$ cat config.mk
export PLATFORM = sky130hd
export DESIGN_NAME = link_qual_mon
export DESIGN_NICKNAME = d
export VERILOG_FILES = /design/src/rtl/lqm_pkg.sv /design/src/rtl/lqm_lock_timer.sv /design/src/rtl/lqm_lock_acq.sv /design/src/rtl/lqm_link_ctrl.sv /design/src/rtl/link_qual_mon.sv
export SDC_FILE = /design/constraint.sdc
export NUM_CORES = 1
export LEC_CHECK = 0
export CELL_PAD_IN_SITES_DETAIL_PLACEMENT = 1
export CELL_PAD_IN_SITES_GLOBAL_PLACEMENT = 2
export CORE_MARGIN = 8
export CORE_UTILIZATION = 33
export CTS_BUF_LIST = sky130_fd_sc_hd__clkbuf_4
export CTS_CLUSTER_SIZE = 20
export DETAILED_ROUTE_END_ITERATION = 7
export PLACE_DENSITY = 0.77
export SETUP_SLACK_MARGIN = 0.02
export SYNTH_ARGS = -nofsm -noshare
export SYNTH_HDL_FRONTEND = slang
export SYNTH_SLANG_ARGS = --single-unit
$ cat constraint.sdc
create_clock -name clk -period 1.85 [get_ports clk]
set_clock_uncertainty 0.2 [all_clocks]
set_input_delay 0.2775 -clock clk [delete_from_list [all_inputs] [get_ports clk]]
set_output_delay 0.2775 -clock clk [all_outputs]
set_load 0.01 [all_outputs]
$ cat src/rtl/lqm_pkg.sv
package lqm_pkg;
   typedef enum logic {
      LINK_DOWN = 1'b0,
      LINK_UP   = 1'b1
   } link_state_e;
endpackage

$ cat src/rtl/lqm_lock_timer.sv
// Lock-loss window counter: restarts on each strobe, pulses expire_o at window end.
module lqm_lock_timer #(
   parameter int SHORT_TICKS = 18050,
   parameter int LONG_TICKS  = 50000
) (
   input  logic clk,
   input  logic rst,
   input  logic sync_stb,
   input  logic long_sel,
   output logic expire_o
);
   localparam int TW = $clog2(LONG_TICKS + 1);
   localparam logic [TW-1:0] SHORT_LAST = TW'(SHORT_TICKS - 1);
   localparam logic [TW-1:0] LONG_LAST  = TW'(LONG_TICKS - 1);

   logic [TW-1:0] tick_q;
   logic [TW-1:0] last_tick;

   generate
      if (SHORT_TICKS == LONG_TICKS) begin : g_single_window
         assign last_tick = LONG_LAST;
         logic unused_sel;
         assign unused_sel = long_sel;
      end else begin : g_dual_window
         assign last_tick = long_sel ? LONG_LAST : SHORT_LAST;
      end
   endgenerate

   assign expire_o = !sync_stb && (tick_q >= last_tick);

   always_ff @(posedge clk) begin
      if (rst || sync_stb || expire_o) begin
         tick_q <= '0;
      end else begin
         tick_q <= tick_q + 1'b1;
      end
   end
endmodule

$ cat src/rtl/lqm_lock_acq.sv
// Counts a run of strobes into lock; a window expiry clears both the run and the lock.
module lqm_lock_acq #(
   parameter int LOCK_COUNT = 16
) (
   input  logic clk,
   input  logic rst,
   input  logic sync_stb,
   input  logic expire,
   output logic locked_o
);
   localparam int CW = (LOCK_COUNT > 2) ? $clog2(LOCK_COUNT) : 1;
   localparam logic [CW-1:0] RUN_LAST = CW'(LOCK_COUNT - 1);

   logic [CW-1:0] run_q;
   logic          locked_q;

   always_ff @(posedge clk) begin
      if (rst || expire) begin
         run_q    <= '0;
         locked_q <= 1'b0;
      end else if (sync_stb && !locked_q) begin
         if (run_q == RUN_LAST) begin
            run_q    <= '0;
            locked_q <= 1'b1;
         end else begin
            run_q <= run_q + 1'b1;
         end
      end
   end

   assign locked_o = locked_q;
endmodule

$ cat src/rtl/lqm_link_ctrl.sv
// Link state machine with a selectable hold policy and same-cycle drop gating.
module lqm_link_ctrl
   import lqm_pkg::*;
(
   input  logic clk,
   input  logic rst,
   input  logic sig_ok,
   input  logic locked,
   input  logic hold_on_signal,
   output logic link_up_o
);
   link_state_e state_q, state_d;
   logic        hold_ok;

   assign hold_ok = sig_ok && (hold_on_signal || locked);

   always_comb begin
      state_d = state_q;
      unique case (state_q)
         LINK_DOWN: if (sig_ok && locked) state_d = LINK_UP;
         LINK_UP:   if (!hold_ok)         state_d = LINK_DOWN;
         default:                         state_d = LINK_DOWN;
      endcase
   end

   always_ff @(posedge clk) begin
      if (rst) state_q <= LINK_DOWN;
      else     state_q <= state_d;
   end

   assign link_up_o = (state_q == LINK_UP) && hold_ok;
endmodule

$ cat src/rtl/link_qual_mon.sv
module link_qual_mon #(
   parameter int LOCK_COUNT  = 16,
   parameter int SHORT_TICKS = 18050,
   parameter int LONG_TICKS  = 50000
) (
   input  logic clk,
   input  logic rst,
   input  logic sig_level_i,
   input  logic sync_stb_i,
   input  logic cfg_sig_only_hold_i,
   input  logic cfg_force_sd_i,
   input  logic cfg_long_tmo_i,
   output logic scr_locked_o,
   output logic link_up_o
);
   generate
      if (LOCK_COUNT < 2) begin : g_bad_lock_count
         $fatal(1, "LOCK_COUNT must be at least 2");
      end
      if (SHORT_TICKS < 2) begin : g_bad_short
         $fatal(1, "SHORT_TICKS must be at least 2");
      end
      if (LONG_TICKS < SHORT_TICKS) begin : g_bad_long
         $fatal(1, "LONG_TICKS must not be below SHORT_TICKS");
      end
   endgenerate

   logic sig_ok;
   logic expire;
   logic locked;

   assign sig_ok = sig_level_i || cfg_force_sd_i;

   lqm_lock_timer #(
      .SHORT_TICKS(SHORT_TICKS),
      .LONG_TICKS (LONG_TICKS)
   ) u_timer (
      .clk      (clk),
      .rst      (rst),
      .sync_stb (sync_stb_i),
      .long_sel (cfg_long_tmo_i),
      .expire_o (expire)
   );

   lqm_lock_acq #(
      .LOCK_COUNT(LOCK_COUNT)
   ) u_acq (
      .clk      (clk),
      .rst      (rst),
      .sync_stb (sync_stb_i),
      .expire   (expire),
      .locked_o (locked)
   );

   lqm_link_ctrl u_link (
      .clk            (clk),
      .rst            (rst),
      .sig_ok         (sig_ok),
      .locked         (locked),
      .hold_on_signal (cfg_sig_only_hold_i),
      .link_up_o      (link_up_o)
   );

   assign scr_locked_o = locked;
endmodule

# Yosys cells after proc, flatten, opt, wreduce, memory -nomap -nowiden
# Index checks and enable logic that the tools add are counted.
# totals
word_cells	27
mem_bits_ro	0
mem_bits_rw	0
latch_bits	0
n_memories	0
input_bits	7
reg_bits	22
# classes
n_mux	5
shifts	0
add_sub_neg	2
order_cmp	1
reduce_logical	13
div	0
eq_ne	1
multipliers	0
n_bitwise	1
# op_table
cell	n
adder 16 x 1 -> 16 bit, second input constant	1
greater-or-equal comparator 16 bit	1
2-to-1 mux 16 bit	1
logical AND 1 bit	5
logical OR 1 bit	5
adder 4 x 1 -> 4 bit, second input constant	1
== test 4 bit, second input constant	1
2-to-1 mux 4 bit	1
zero test 1 bit	2
2-to-1 mux 1 bit	2
one-hot mux 1 bit (2 select lines)	1
AND reduction 2 bit	1
NOT 1 bit	1

# Longest topological paths before layout
# Gate-level depths: netlist (run 1).
# depth
word_depth	4
ltp_mapped	7

# Cells and area by module
# Synthesis (run 1) repeated with hierarchy kept, for this count alone.
# hier_totals
hier_cells	132
area_unflattened_um2	1169.9
# modules_own_cells
mod	instances	cells_each	area_each_um2
lqm_lock_timer	1	102	894.6
lqm_lock_acq	1	25	221.5
lqm_link_ctrl	1	4	47.5
link_qual_mon	1	1	6.3

# Worst setup path before layout (run 1)
# OpenSTA, ideal clock, no wires.
# synth_timing
path_kind	input to register
startpoint	input cfg_long_tmo_i
endpoint	register u_timer.tick_q[10]
arrival_time_ns	1.738
setup_time_ns	0.128
n_path_buf	1
stages	7
setup_slack_ns	-0.216
cell_sequence	inv_1 ha_1 and4_1 o2111ai_1 o2111ai_1 clkbuf_1 nor2_1
# synth_via
elab_chain_len	4
# synth_rtl
item	line	source
from (decl)	link_qual_mon.sv:12	input logic cfg_long_tmo_i,
2-to-1 mux 16 bit	lqm_lock_timer.sv:25	assign last_tick = long_sel ? LONG_LAST : SHORT_LAST;
greater-or-equal comparator 16 bit	lqm_lock_timer.sv:29	assign expire_o = !sync_stb && (tick_q >= last_tick);
logical AND 1 bit	lqm_lock_timer.sv:29	
logical OR 1 bit	lqm_lock_timer.sv:32	if (rst || sync_stb || expire_o) begin
to (signal assigned)	lqm_lock_timer.sv:35	tick_q <= tick_q + 1'b1;
to (decl)	lqm_lock_timer.sv:16	logic [TW-1:0] tick_q;
# No other way between the ends.
# A chain may end at the register's enable or synchronous reset.

# Final worst setup path (run 1)
# layout_timing
startpoint	register u_timer.tick_q[2]
endpoint	register u_acq.run_q[3]
# layout_via
elab_chain_len	3
# layout_rtl
item	line	source
greater-or-equal comparator 16 bit	lqm_lock_timer.sv:29	
logical AND 1 bit	lqm_lock_timer.sv:29	
logical OR 1 bit	lqm_lock_acq.sv:18	if (rst || expire) begin
to (signal assigned)	lqm_lock_acq.sv:26	run_q <= run_q + 1'b1;
to (decl)	lqm_lock_acq.sv:14	logic [CW-1:0] run_q;
# No other way between the ends.

==> flow_summary.json, run 1 <==
{
  "cap_viol_max_count": 0,
  "worst_slack_ns": -0.0361,
  "cts_buffers": 3,
  "start_kind": "register",
  "p_per_area_nw_per_um2": 474,
  "cp-end-kind": "register",
  "io_buffers": 8,
  "grt_pass1_vias": 1117,
  "total_power_w": 0.000801,
  "clk_pin_slew_worst_paths_ns": 0.12,
  "slowest_stage": "dfxtp_2",
  "period_minus_slack_ns": 1.89,
  "synth-seq-cells": 22,
  "synth_top_area_share_pct": 37.8,
  "drc": 0,
  "ys_types": 32,
  "vias": 1084,
  "worst_ep_required_time_ns": 1.89,
  "die_width_um": 75.4,
  "finalCritPeriodShare_pct": 102,
  "cp_top_family": "compound AO/OA/AOI/OAI gates",
  "cts-htree-levels": 1,
  "async_flop_share_pct": 0,
  "antenna_left": 0,
  "yosysWarnings": 0,
  "n_antenna_cell": 0,
  "hold_path_class": "register to register",
  "path_buf_inv": 1,
  "wl_per_cell_um": 15.7,
  "fp.dieH_um": 75.4,
  "grt_util_all_layers_pct": 12.0,
  "die_area_um2": 5690,
  "ioPinCount": 9,
  "clock_path_buffers": 2,
  "clock_latency_ns": 0.31,
  "gp_congestion": 0.781,
  "cp_cell_sequence": "ha_1, o21ai_0, o211a_1, o211ai_1, buf_4, a221oi_2",
  "nets": 182,
  "dr.pass1.iters": 4,
  "synth_area_leaders": "dfxtp_1 (38%), ha_1 (11%), xnor2_1 (6.0%)",
  "antenna_found_initial": 0,
  "area_growth_pct": 45.0,
  "first_iter_violations": 28,
  "fmax_ghz": 0.530,
  "synth_top_cells_by_count": "dfxtp_1 (22), nor2_1 (17), nand2_1 (11), ha_1 (10), xnor2_1 (8)",
  "arrival_ns": 1.92,
  "syn-instance-count": 128,
  "slew_headroom_pct": 76.0,
  "max-vdd-ir-drop_mv": 0.299,
  "ctsHoldBuffers": 0,
  "drv_slew": 0,
  "vias_per_cell": 5.16,
  "tightest_slew_ns": 0.356,
  "grt_overflow_total": 0,
  "synth_edf_count": 0,
  "violations": "negative setup slack",
  "drive_above_1_share_pct": 38.4,
  "core_area_um2": 3360,
  "crit_type": "register to register",
  "status": "finished with violations",
  "yosysTopAreaCell": "dfxtp_1",
  "synth_nets": 145,
  "synth.most_common_cell": "dfxtp_1",
  "start_util_pct": 34.6,
  "leakagePower_nw": 0.611,
  "grt_pass1_wl_um": 5200,
  "dpl_cell_area_um2": 1470,
  "cts_sinks": 22,
  "grt_setup_unrepaired": "yes",
  "syn_area_um2": 1160,
  "slowest_delay_ns": 0.37,
  "syn-mean-instance-area_um2": 9.10,
  "yosysSeqAreaShare_pct": 37.8,
  "cts_tree": "built",
  "final_hold_viol_count": 0,
  "dp_hpwl_um": 2270,
  "hold_ws_ns": 0.294,
  "critPathMaxFanout": 5,
  "stdcell_area_um2": 1690,
  "synth_flop_cell": "dfxtp_1",
  "setup_viol": 4,
  "grt_max_degree": 17,
  "cts_root_buf": "clkbuf_4",
  "wl_um": 3290,
  "core.rowCount": 21
}
-- repair_timing --
item                                    in CTS  in global routing
gates resized for setup                     17                 18
buffers inserted                             1                  5
pin swaps                                    5                 13
endpoints found under the setup margin      23                 21
-- registers in the layout, indices dropped and copies added (netlist names) --
name	count
u_acq.run_q	4
u_acq.locked_o	1
u_link.state_q	1
u_timer.tick_q	16
-- final cells by class --
class | count | area [um^2]
Clock buffer | 3 | 22.5
Clock inverter | 1 | 3.75
Fill cell | 411 | 1670
Inverter | 6 | 25.0
Multi-Input combinational cell | 99 | 835
Sequential cell | 22 | 460
Tap cell | 46 | 57.6
Timing Repair Buffer | 33 | 285
-- kinds of logic after synthesis --
group	count (synthesis)	share of synthesized area (%)
AO/OA/AOI/OAI	23	14.0
XOR/XNOR	13	9.77
adder cells (fa/ha/maj)	10	10.7
buffers and inverters	7	2.26
flip-flops	22	37.8
multiplexers	2	1.83
AND/OR/NAND/NOR	51	23.6
-- placed cells by master (no fill, tap or decap), types with 6 or more instances in the layout --
cell type / count
buf_4: 22
clkdlybuf4s50_1: 6
dfxtp_1: 12
dfxtp_2: 7
nand2_1: 11
nor2_1: 17
xnor2_1: 7
-- worst paths after layout --
check | from | end | slack, ns | depth (start not counted)
max | u_timer.tick_q[2]$_SDFF_PP0_ | u_acq.run_q[3]$_SDFFE_PP0P_ | -0.04 | 6
min | u_timer.tick_q[0]$_SDFF_PP0_ | u_timer.tick_q[0]$_SDFF_PP0_ | 0.29 | 1
max reg2reg | u_timer.tick_q[2]$_SDFF_PP0_ | u_acq.run_q[3]$_SDFFE_PP0P_ | -0.04 | 6
min reg2reg | u_timer.tick_q[0]$_SDFF_PP0_ | u_timer.tick_q[0]$_SDFF_PP0_ | 0.29 | 1
-- metal layers --
metal,share of wire (%),GRT usage [%]
met5,0,0
met2,54,21.4
met1,43,13.4
met4,1.5,5.12
met3,1.9,2.50
-- report_power, final --
group | switching, W | internal (W) | leakage, nW
Combinational | 0.0000410 | 0.0000440 | 0.412
Clock | 0.000154 | 0.0000789 | 0.0154
Sequential | 0.00000723 | 0.000476 | 0.184
-- stage by stage --
step           instances  setup slack, ns  utilization [%]   TNS, ns
2_1_floorplan        128          0.00719                -         0
3_3_place_gp         200           -0.544             43.7    -10.32
3_5_place_dp         200           -0.648             43.7    -12.07
4_1_cts              205         -0.00437             46.1  -0.00437
5_1_grt              210           -0.123             50.2    -0.857
6_report             210          -0.0361             50.2    -0.113
Note: power is estimated with default switching activity, not from simulation.
==> run 2: changes to the inputs <==
CELL_PAD_IN_SITES_DETAIL_PLACEMENT = unset   (was 1)
CELL_PAD_IN_SITES_GLOBAL_PLACEMENT = unset   (was 2)
CORE_UTILIZATION = 35   (was 33)
PLACE_DENSITY = 0.55   (was 0.77)
TNS_END_PERCENT = 30   (was unset)
==> run 2 against run 1 <==
Compared with the run above: the flow now finishes without violations; core utilization is 0.89 points higher; via count is 1.7% lower; sequential power hardly changed; wire length is 20% lower; flip-flop and latch count stayed put; design area is 1.4% lower; total power is 1.1% lower; worst setup slack better by 0.042 ns; critical path depth is 2 lower; die area is 4.5% lower; global-route usage is 1.8 points lower; critical path type unchanged; largest power group unchanged.
==> flow_summary.json, run 2 (synthesized netlist as in run 1, its figures left out) <==
{
  "crit_type": "register to register",
  "grt_setup_unrepaired": "yes",
  "setup_viol": 0,
  "nets": 184,
  "largest_reg_flops": 16,
  "finalCritPeriodShare_pct": 99.7,
  "die_area_um2": 5430,
  "stdcell_area_um2": 1670,
  "grt_max_degree": 13,
  "n_antenna_cell": 0,
  "fin_setup_tns_ns": 0,
  "cts-htree-levels": 1,
  "start_kind": "register",
  "hold_ws_ns": 0.340,
  "drc": 0,
  "vias": 1066,
  "vias_per_cell": 5.03,
  "switchingPower_w": 0.000195,
  "nFillCells": 323,
  "clock_latency_ns": 0.31,
  "reg_top3": "u_timer.tick_q (16), u_acq.run_q (4)",
  "leakagePower_nw": 0.606,
  "core_area_um2": 3260,
  "slowest_stage": "or4_4",
  "worst_ep_required_time_ns": 1.90,
  "grtUsageMet2_pct": 18.5,
  "cp_top_family": "simple AND/OR/NAND/NOR gates",
  "area_growth_pct": 43.0,
  "dp_hpwl_um": 2060,
  "first_iter_violations": 20,
  "max-vdd-ir-drop_mv": 0.235,
  "clk_pin_slew_worst_paths_ns": 0.13,
  "ctsHoldBuffers": 0,
  "tightest_slew_ns": 0.394,
  "antenna_found_initial": 0,
  "cts_sinks": 22,
  "cap_viol_max_count": 0,
  "die_width_um": 73.7,
  "core.rowCount": 21,
  "grt_overflow_total": 0,
  "arrival_ns": 1.89,
  "final_hold_viol_count": 0,
  "cp_cell_sequence": "nand4_4, or4_4, or3_4, a21oi_2",
  "fp.dieH_um": 73.7,
  "hold_path_class": "register to register",
  "grt_util_all_layers_pct": 10.2,
  "cts_buffers": 3,
  "wl_um": 2640,
  "busiest_layer": "met2",
  "dpl_cell_area_um2": 1490,
  "p_per_area_nw_per_um2": 476,
  "path_buf_inv": 0,
  "drv_slew": 0,
  "slew_headroom_pct": 73.5,
  "internal_power_w": 0.000598,
  "cts_root_buf": "clkbuf_4",
  "cp-end-kind": "register",
  "grt_pass1_vias": 1022,
  "grt_pass1_wl_um": 4400,
  "slowest_delay_ns": 0.57,
  "period_minus_slack_ns": 1.84,
  "cts_tree": "built",
  "antenna_left": 0,
  "final_cell_mix": "buf_4 (25), nor2_1 (17), dfxtp_1 (13)",
  "status": "finished clean",
  "grt_use_met3_pct": 1.64,
  "final_common_cell": "buf_4",
  "io_buffers": 8,
  "p_clk_share_pct": 28.6,
  "clock_path_buffers": 2,
  "ioPinCount": 9,
  "wl_per_cell_um": 12.5,
  "critPathMaxFanout": 4,
  "gp_congestion": 0.859,
  "sequentialPowerShare_pct": 60.7,
  "largest_register": "u_timer.tick_q",
  "dr.pass1.iters": 4,
  "fmax_ghz": 0.542,
  "use_met1_pct": 11.2,
  "start_util_pct": 35.8,
  "drive_above_1_share_pct": 36.7,
  "netSwitchingFraction_pct": 24.6,
  "ff2ff_setup_slack_ns": 0.006,
  "power_frac_comb_pct": 10.7
}
==> run 2: worst paths after layout <==
check	cells past startpoint	startpoint	to
worst max-delay path	4	u_timer.tick_q[5]$_SDFF_PP0_	u_timer.tick_q[15]$_SDFF_PP0_
worst max register to register	4	u_timer.tick_q[5]$_SDFF_PP0_	u_timer.tick_q[15]$_SDFF_PP0_
worst min-delay path	2	u_link.state_q$_SDFF_PP0_	u_link.state_q$_SDFF_PP0_
worst min register to register	2	u_link.state_q$_SDFF_PP0_	u_link.state_q$_SDFF_PP0_
==> run 2: worst min-delay path, stage by stage, from the launching register on <==
cell and delay, ns:
dfxtp_1 0.33, a21oi_1 0.13, nor3_1 0.05
==> run 2: layer usage <==
layer | wire (um) | vias to the layer above
met1 | 1180 | 507
met5 | 0 | -
met2 | 1380 | 9
li1 | - | 546
met4 | 40 | 0
met3 | 38 | 4
==> run 2: what timing repair did <==
item | CTS | global route
buffers inserted | 1 | 2
setup endpoints to repair | 22 | 21
gates resized for setup | 10 | 22
gates cloned | 0 | 0
pin swaps | 3 | 11
==> run 2: through the flow <==
step / std cells / worst slack, ns / total power, W / util [%]
after floorplan: 128 / 0.00719 / 0.000529 / -
after global placement: 205 / -0.518 / 0.000565 / 45.9
after detailed placement: 205 / -0.600 / 0.000568 / 45.9
after CTS: 210 / 0.00423 / 0.000800 / 47.3
after global routing: 212 / -0.0698 / 0.000830 / 51.1
final: 212 / 0.00563 / 0.000793 / 51.1
==> run 2: final cells by class <==
type                            instances  area, um^2  share of cell area (%)
Multi-Input combinational cell         99         810                    48.6
Sequential cell                        22         459                    27.6
Timing Repair Buffer                   35         288                    17.3
Tap cell                               46        57.6                    3.46
Inverter                                6        25.0                    1.50
Clock buffer                            3        22.5                    1.35
Clock inverter                          1        3.75                   0.225
==> run 2: power by group through the flow <==
stage / registers (W) / clock network, W / logic, W
after CTS: 0.000483 / 0.000243 / 0.0000740
after floorplan: 0.000496 / 0 / 0.0000338
final: 0.000481 / 0.000227 / 0.0000845
after global placement: 0.000496 / 0 / 0.0000697
after global routing: 0.000482 / 0.000254 / 0.0000932
after detailed placement: 0.000496 / 0 / 0.0000727
==> run 3: changes to the inputs <==
REMOVE_ABC_BUFFERS = 1   (was unset)
==> run 3 against run 2 <==
Compared with the run above: worst setup slack better by 0.039 ns; clock power about the same; die area unchanged; highest routed layer unchanged; final cell count down 1.9%; wire length up 1.5%; flip-flop and latch count unchanged; combinational power down 6.4%; largest power group unchanged.
==> flow_summary.json, run 3 (synthesized netlist as in run 1, its figures left out) <==
{
  "final_common_cell": "buf_4",
  "dpl_cell_area_um2": 1440,
  "reg_top3": "u_timer.tick_q (16), u_acq.run_q (4)",
  "cts_root_buf": "clkbuf_4",
  "cp_cell_sequence": "ha_4, and4_1, o2111ai_2, o2111ai_2, buf_2, nor2_1",
  "dr.pass1.iters": 4,
  "slowest_stage": "dfxtp_2",
  "vias_per_cell": 4.96,
  "n_antenna_cell": 0,
  "cts_sinks": 22,
  "p_per_area_nw_per_um2": 478,
  "grt_setup_unrepaired": "yes",
  "start_util_pct": 35.8,
  "grt_max_degree": 13,
  "cp-end-kind": "register",
  "worst_ep_required_time_ns": 1.86,
  "cap_viol_max_count": 0,
  "cts-htree-levels": 1,
  "dp_hpwl_um": 1920,
  "grt_util_all_layers_pct": 9.89,
  "cts_buffers": 3,
  "area_growth_pct": 41.6,
  "reg2reg_to": "u_timer.tick_q[9]$_SDFF_PP0_",
  "core_area_um2": 3260,
  "stdcell_area_um2": 1650,
  "met3_length_um": 103,
  "hp-start": "u_timer.tick_q[0]$_SDFF_PP0_",
  "largest_reg_flops": 16,
  "drv_slew": 0,
  "finish.utilization_pct": 50.6,
  "wl_um": 2680,
  "grt_pass1_vias": 926,
  "dpl.cell_count": 200,
  "cts_tree": "built",
  "ctsHoldBuffers": 0,
  "critPathMaxFanout": 4,
  "hold_path_class": "register to register",
  "slew_headroom_pct": 74.1,
  "holdPathStages": 1,
  "cp_common_cell": "o2111ai_2",
  "grt_pass1_wl_um": 4300,
  "nets": 180,
  "die_area_um2": 5430,
  "max-vdd-ir-drop_mv": 0.408,
  "rr_worst_depth": 6,
  "fp.dieH_um": 73.7,
  "dr.max_layer_used": "met4",
  "ff2ff_setup_slack_ns": 0.04,
  "slowest_delay_ns": 0.37,
  "total_power_w": 0.000788,
  "grt_overflow_total": 0,
  "ioPinCount": 9,
  "antenna_found_initial": 0,
  "dr_wl_met2_um": 1220,
  "status": "finished clean",
  "clock_path_buffers": 2,
  "final_hold_viol_count": 0,
  "clk_pin_slew_worst_paths_ns": 0.12,
  "drive_above_1_share_pct": 37.0,
  "first_iter_violations": 49,
  "finalCritPeriodShare_pct": 97.6,
  "crit_type": "register to register",
  "clock_latency_ns": 0.31,
  "wl_met1_um": 1340,
  "gp_congestion": 0.811,
  "start_kind": "register",
  "arrival_ns": 1.82,
  "whs_endpoint": "u_timer.tick_q[0]$_SDFF_PP0_",
  "largest_register": "u_timer.tick_q",
  "fmax_ghz": 0.554,
  "core.rowCount": 21,
  "fin_cells": 208,
  "vias": 1032,
  "r2r-start": "u_timer.tick_q[10]$_SDFF_PP0_",
  "tightest_slew_ns": 0.386,
  "die_width_um": 73.7,
  "final_cell_mix": "buf_4 (20), nor2_1 (13), nand2_1 (11), dfxtp_1 (11), xnor2_1 (8)",
  "drc": 0,
  "leakagePower_nw": 0.586,
  "antenna_left": 0,
  "io_buffers": 8,
  "wl_per_cell_um": 12.9,
  "period_minus_slack_ns": 1.81,
  "setup_viol": 0
}
## run 3: timing repair
action | 4_1_cts | 5_1_grt
gates cloned | 0 | 1
resized for setup | 18 | 22
setup endpoints to repair | 22 | 21
setup buffers | 1 | 2
pin swaps | 6 | 10
## run 3: critical path, delay by kind of cell, from the launching register on
family,cells,cell delay (ns)
compound gates,2,0.45
flops,1,0.37
fa+ha+maj,1,0.26
simple gates,2,0.23
buf+inv,1,0.20
## run 3: area by class of cell
type / instances / area, um^2
clock buffers: 3 / 22.5
clock inverters: 1 / 3.75
fillers: 314 / 1610
inverters: 6 / 22.5
multi-input cells: 99 / 821
flip-flops and latches: 22 / 467
well taps: 46 / 57.6
repair buffers: 31 / 255
## run 3: through the flow
stage	worst slack (ns)	hold slack, ns	TNS, ns
6_report	0.0449	0.275	0
2_1_floorplan	-0.268	0.150	-4.16
4_1_cts	0.0256	0.313	0
3_3_place_gp	-0.533	0.290	-10.89
3_5_place_dp	-0.597	0.298	-11.67
5_1_grt	-0.0292	0.295	-0.186
## run 3: how the worst max path moves through the flow
stage | from | to | cells past startpoint
final | u_timer.tick_q[10]$_SDFF_PP0_ | u_timer.tick_q[9]$_SDFF_PP0_ | 6
after global routing | u_timer.tick_q[5]$_SDFF_PP0_ | u_acq.run_q[3]$_SDFFE_PP0P_ | 6
after CTS | u_timer.tick_q[6]$_SDFF_PP0_ | u_timer.tick_q[13]$_SDFF_PP0_ | 4
after detailed placement | cfg_long_tmo_i | u_acq.run_q[3]$_SDFFE_PP0P_ | 7
after global placement | cfg_long_tmo_i | u_timer.tick_q[9]$_SDFF_PP0_ | 8
after floorplan | cfg_long_tmo_i | u_timer.tick_q[10]$_SDFF_PP0_ | 6
## run 3: report_power, final
part           switching (W)  total (W)  leakage [nW]  internal (W)
Combinational      0.0000381  0.0000791         0.386     0.0000410
Sequential        0.00000803   0.000482         0.185      0.000473
Clock               0.000149   0.000228        0.0154     0.0000788
Total               0.000195   0.000788         0.586      0.000593
## run 3: metal layers
layer,global-route usage (%),up-vias
met2,14.8,11
met1,13.6,481
met4,1.33,0
met3,3.27,2
met5,0,-
li1,-,538
